File: src/rtl/bridge_cmd_reg.sv
module bridge_cmd_reg #(
  parameter int ADDR_W     = 12,
  parameter int CMD_OFFSET = 'h004
) (
  input  logic              clk,
  input  logic              rst_n,
  input  logic              cfg_wr,
  input  logic [ADDR_W-1:0] cfg_addr,
  input  logic [1:0]        cfg_be,
  input  logic [15:0]       cfg_wdata,
  output logic [15:0]       cfg_rdata,
  input  logic              pme_req,
  input  logic              hp_req,
  input  logic              pri_err_nf,
  input  logic              pri_err_f,
  input  logic              sec_err_nf,
  input  logic              sec_err_f,
  input  logic              dc_nf_en,
  input  logic              dc_f_en,
  input  logic              par_err_det,
  output logic              inta_asrt_msg,
  output logic              inta_dsrt_msg,
  output logic              inta_level,
  output logic              serr_msg,
  output logic              mdpe_set
);

  localparam logic [ADDR_W-1:0] OFF = CMD_OFFSET[ADDR_W-1:0];

  logic int_dis, serr_en, perr_en;
  logic hit, lvl, lvl_q, qual, qual_q;
  logic unused_bits;

  assign hit = cfg_addr[ADDR_W-1:1] == OFF[ADDR_W-1:1];
  assign unused_bits = ^{cfg_addr[0], cfg_wdata[15:11], cfg_wdata[9], cfg_wdata[7], cfg_wdata[5:0]};

  always_ff @(posedge clk) begin
    if (!rst_n) begin
      int_dis <= 1'b0;
      serr_en <= 1'b0;
      perr_en <= 1'b0;
    end else if (cfg_wr && hit) begin
      if (cfg_be[1]) begin
        int_dis <= cfg_wdata[10];
        serr_en <= cfg_wdata[8];
      end
      if (cfg_be[0]) perr_en <= cfg_wdata[6];
    end
  end

  assign cfg_rdata = hit ? {5'b0, int_dis, 1'b0, serr_en, 1'b0, perr_en, 6'b0} : 16'h0000;

  assign lvl = (pme_req | hp_req) & ~int_dis;

  always_ff @(posedge clk) begin
    if (!rst_n) begin
      lvl_q         <= 1'b0;
      inta_asrt_msg <= 1'b0;
      inta_dsrt_msg <= 1'b0;
    end else begin
      lvl_q         <= lvl;
      inta_asrt_msg <= lvl & ~lvl_q;
      inta_dsrt_msg <= ~lvl & lvl_q;
    end
  end

  assign inta_level = lvl_q;

  assign qual = (pri_err_nf & (serr_en | dc_nf_en)) |
                (pri_err_f  & (serr_en | dc_f_en))  |
                (sec_err_nf & dc_nf_en) |
                (sec_err_f  & dc_f_en);

  always_ff @(posedge clk) begin
    if (!rst_n) begin
      qual_q   <= 1'b0;
      serr_msg <= 1'b0;
    end else begin
      qual_q   <= qual;
      serr_msg <= qual & ~qual_q;
    end
  end

  assign mdpe_set = par_err_det & perr_en;


  no_dual_msg_chk: assert property (@(posedge clk) disable iff (!rst_n)
    !(inta_asrt_msg && inta_dsrt_msg));


  asrt_masked_chk: assert property (@(posedge clk) disable iff (!rst_n)
    inta_asrt_msg |-> $past(!int_dis && (pme_req || hp_req)));


  retract_on_disable_chk: assert property (@(posedge clk) disable iff (!rst_n)
    ($rose(int_dis) && inta_level) |=> inta_dsrt_msg);


  reassert_on_enable_chk: assert property (@(posedge clk) disable iff (!rst_n)
    ($fell(int_dis) && (pme_req || hp_req) && !inta_level) |=> inta_asrt_msg);


  serr_single_chk: assert property (@(posedge clk) disable iff (!rst_n)
    serr_msg |=> !serr_msg);


  mdpe_gate_chk: assert property (@(posedge clk) disable iff (!rst_n)
    mdpe_set |-> (par_err_det && cfg_rdata[6] == hit));

endmodule

File: config.mk
export PLATFORM = sky130hd
export DESIGN_NAME = bridge_cmd_reg
export DESIGN_NICKNAME = d
export VERILOG_FILES = /design/src/rtl/bridge_cmd_reg.sv
export SDC_FILE = /design/constraint.sdc
export NUM_CORES = 1
export LEC_CHECK = 0
export BUFFER_PORTS_ARGS = -buffer_cell sky130_fd_sc_hd__buf_4
export CORE_MARGIN = 2
export CORE_UTILIZATION = 32
export CTS_CLUSTER_DIAMETER = 80
export DETAILED_ROUTE_END_ITERATION = 8
export PLACE_DENSITY = 0.82
export SYNTH_ARGS = -nofsm -noshare
export SYNTH_HDL_FRONTEND = slang
export SYNTH_SLANG_ARGS = --single-unit
File: constraint.sdc
create_clock -name clk -period 1.9 [get_ports clk]
set_input_delay 0 -clock clk [delete_from_list [all_inputs] [get_ports clk]]
set_output_delay 0 -clock clk [all_outputs]
set_load 0.05 [all_outputs]
# ---- After elaboration in Yosys (flattened, before gate mapping)
# Index checks and enable logic that the tools add are counted.
dict set report classes {
  eq_ne 1
  n_reduce_logical 3
  n_bitwise 19
  muxes 1
}
# operator count
set op_table {}
lappend op_table {{$eq 11x2->1 const B} 1}
lappend op_table {{$mux 11} 1}
lappend op_table {{$and 1x1->1} 9}
lappend op_table {{$or 1x1->1} 6}
lappend op_table {{$not 1->1} 4}
lappend op_table {{$reduce_and 2->1} 2}
lappend op_table {{$logic_and 1x1->1} 1}
dict set report totals {
  word_cells 32
  regBits 8
  out_inout_bits 21
  inputBits 42
}

# ---- Depth between registers and ports, before layout
dict set report logic_depth {
  ltp_word 6
  ltp_mapped 4
  ltp_nobuf 3
}

# ---- Least setup slack after synthesis
# OpenSTA, ideal clock, no wires.
dict set report synth_path {
  kind {input port to output port}
  from {in cfg_addr[1]}
  to {out cfg_rdata[10]}
  cell_stages 3
  arrival_time_ns 1.251
  required_time_ns 1.900
  path_buffers 0
  setup_slack_ns 0.649
  cell_sequence {or4b_4 -> nor3_1 -> and2_1}
}
dict set report synth_via {
  elab_chain_len 2
}
# item line_no
set synth_lines {}
lappend synth_lines {{start, declared} 8} ;# input logic [ADDR_W-1:0] cfg_addr,
lappend synth_lines {{$eq 11x2->1} 34} ;# assign hit = cfg_addr[ADDR_W-1:1] == OFF[ADDR_W-1:1];
lappend synth_lines {{$mux 11} 51} ;# assign cfg_rdata = hit ? {5'b0, int_dis, 1'b0, serr_en, 1'b0, perr_en, 6'b0} : 16'h0000;
lappend synth_lines {{end, declared} 11} ;# output logic [15:0] cfg_rdata,
# No other way between the ends.

# ---- Worst setup path after layout
dict set report layout_path {
  from {in cfg_addr[1]}
  to {out cfg_rdata[6]}
}
# Same word-level chain as after synthesis.

==> key figures <==
Setup path
  • WP data arrival: approximately 1.3 ns
  • CP Launch Type: primary input
  • Worst Setup Path Type: in -> out
  • Critical Path RT: approximately 1.9 ns
  • CP max FO: 3
  • Crit. End Element: primary output

Global route
  • GRT Util Overall: about an eighth
  • Total gr overflow: 0
  • Largest net degree at the start of global routing: 9
  • Initial antenna violation count: 0
  • First-pass GRT wire length: roughly 1.8 mm
  • Vias in the first global route: approximately 410

Finish
  • Area grow syn2layout: 52.2%
  • FILL cells: between 100 and 150
  • ANT cells: 0
  • Leading cell types in the layout, fill and taps excluded: buf_4, conb_1, nand2_1, dfxtp_1, and2_1
  • Share of cells above drive strength 1: around 47%
  • FF+latch area: between 150 and 200 um2
  • # nets final: approximately 130
  • Most common cell after layout, fill and taps aside: buf_4
  • Multi-input gate area: around 250 um2

Die
  • Die ar.: 0.00181 mm2
  • Die height: between 40 and 50 um
  • Top Ports: 63
  • Die Width: around 42 um
  • Initial core utilization: 35.1%
  • # rows: 13
  • Core region area: 0.00135 mm2

STA
  • Max Clk Rate: approximately 0.75 GHz
  • Period minus WS final: 1.34 ns
  • Final Hold Fails: 0
  • Final worst-path cycle share: 70.6%
  • Worst hold slack: ~0.0077 ns
  • Setup Viol. Count Final: 0
  • Setup TNS: 0 ns
  • Final Max Slew Viols: 0
  • RSZ-0062 raised after global routing: no
  • Layout Skew: approximately 0.0028 ns

Drt
  • Post-Route WL: roughly 1.1 mm
  • TritonRoute pass-1 iters: 2
  • Via density: 4.24
  • Detail Route Antenna Nets: 0
  • DR top layer: met4
  • Metal-1 WL: approximately 390 um
  • Routed wl met3: ~120 um
  • Vias: about 450
  • # DRC: 0
  • Starting DRT DRC Count: 1
  • Met2 wire length: approximately 530 um
  • WL per Instance: between 10 and 15 um

Yosys
  • Synth area leader: dfxtp_1
  • Area contributors post-synth: dfxtp_1, buf_4, mux2i_1
  • Synth top area share: around a third
  • Synth Warn #: 0
  • Synth Cell Area: about 470 um2
  • Async set-reset flop share out of synthesis: 0%
  • Synth Flop Type: dfxtp_1
  • Mapped Cells: 54
  • Unique masters post-synth: 20
  • Yosys reg bits: 8
  • Syn_area_per_cell: slightly below 9 um2
  • Post-synthesis sequential area ratio: 33.8%
  • EDFF count, synth: 0

Clock tree
  • Worst skew pair latency: between 0.2 and 0.3 ns
  • CTS Hold Buffers Added: 0
  • CTS Sinks: 8
  • H-tree depth: 1
  • Gates resized, CTS repair: 0
  • Post-CTS Setup Inserts: 0
  • Clk root buf: clkbuf_4
  • CTS max path bufs: 2
  • CTS tree: yes
  • TritonCTS buffer count: 3
  • Reg clk slew, reported paths: roughly 0.050 ns

Place
  • RD Place Congestion: approximately 0.71
  • IO buf count: 35
  • HPWL Detailed: roughly 910 um

Min path
  • Worst min-delay path class: in -> reg

Power and ir drop
  • Pwr Density: 615 mW/mm2
  • Static Leak: around 0.36 nW
  • Peak VDD IR: between 200 and 300 uV
  • Final Power: roughly 0.44 mW

Job
  • Max-Cap Viols: 0

Status
  • Status: complete, no violations
-- where the power goes --
group	switching (mW)	leakage, nW	internal (mW)
clock network	0.0542	0.0138	0.0720
registers	0.00234	0.0657	0.174
logic	0.0930	0.285	0.0475
total	0.150	0.364	0.294
-- synth_stat cells (2+ instances only) --
| cell type | n |
|---|---|
| mux2i_1 | 3 |
| o21ai_0 | 3 |
| nor3_1 | 2 |
| nand2_1 | 8 |
| dfxtp_1 | 8 |
| and2_1 | 4 |
| buf_4 | 13 |
-- metal layers --
metal / vias up / track usage [%]
met2: 26 / 22.5
met5: - / 0
met3: 2 / 5.60
met1: 191 / 14.6
li1: 226 / -
met4: 0 / 3.75
-- flip-flops by register name (all words and copies together), names as in the netlist --
name           cells
inta_level         1
inta_dsrt_msg      1
qual_q             1
perr_en            1
int_dis            1
serr_msg           1
inta_asrt_msg      1
serr_en            1
-- layout make-up --
cell class                 instances  share of cell area, %
inverter                           1                  0.520
clock buffer                       3                   3.12
sequential                         8                   22.2
tap                               15                   2.60
multi-input combinational         43                   35.2
timing repair buffer              35                   36.4
-- critical path, cell delays in order --
cell    delay (ns)
buf_4         0.11
or4b_4        0.56
nor3_1        0.30
and2_1        0.18
buf_4         0.19
-- path summary, 6_finish.rpt --
kind,to,cells past startpoint,from,slack [ns]
max,cfg_rdata[6],5,cfg_addr[1],0.56
min,int_dis,3,cfg_wdata[10],0.008
max reg2reg,serr_msg,3,serr_en,1.08
min reg2reg,serr_msg,1,qual_q,0.38
-- logic make-up (layout without fill, tap and decap cells) --
| kind of cell | Yosys count | count (layout) | synth area share (%) |
|---|---|---|---|
| buffers and inverters | 15 | 39 | 22.2 |
| AOI/OAI and AO/OA | 5 | 5 | 6.07 |
| other | 1 | 13 | 0.791 |
| muxes | 3 | 3 | 6.33 |
| and+or+nand+nor | 22 | 22 | 30.9 |
| DFF | 8 | 8 | 33.8 |
-- stage by stage --
stage	utilization [%]	std cells	setup slack [ns]	cell area (um2)
final	53.5	105	0.558	722
after global routing	53.5	105	0.512	722
after CTS	53.5	105	0.567	722
after detailed placement	51.8	102	0.566	699
after global placement	51.8	102	0.548	699
after floorplan	-	66	0.649	519
No activity file was read; power rests on OpenSTA's default activity.
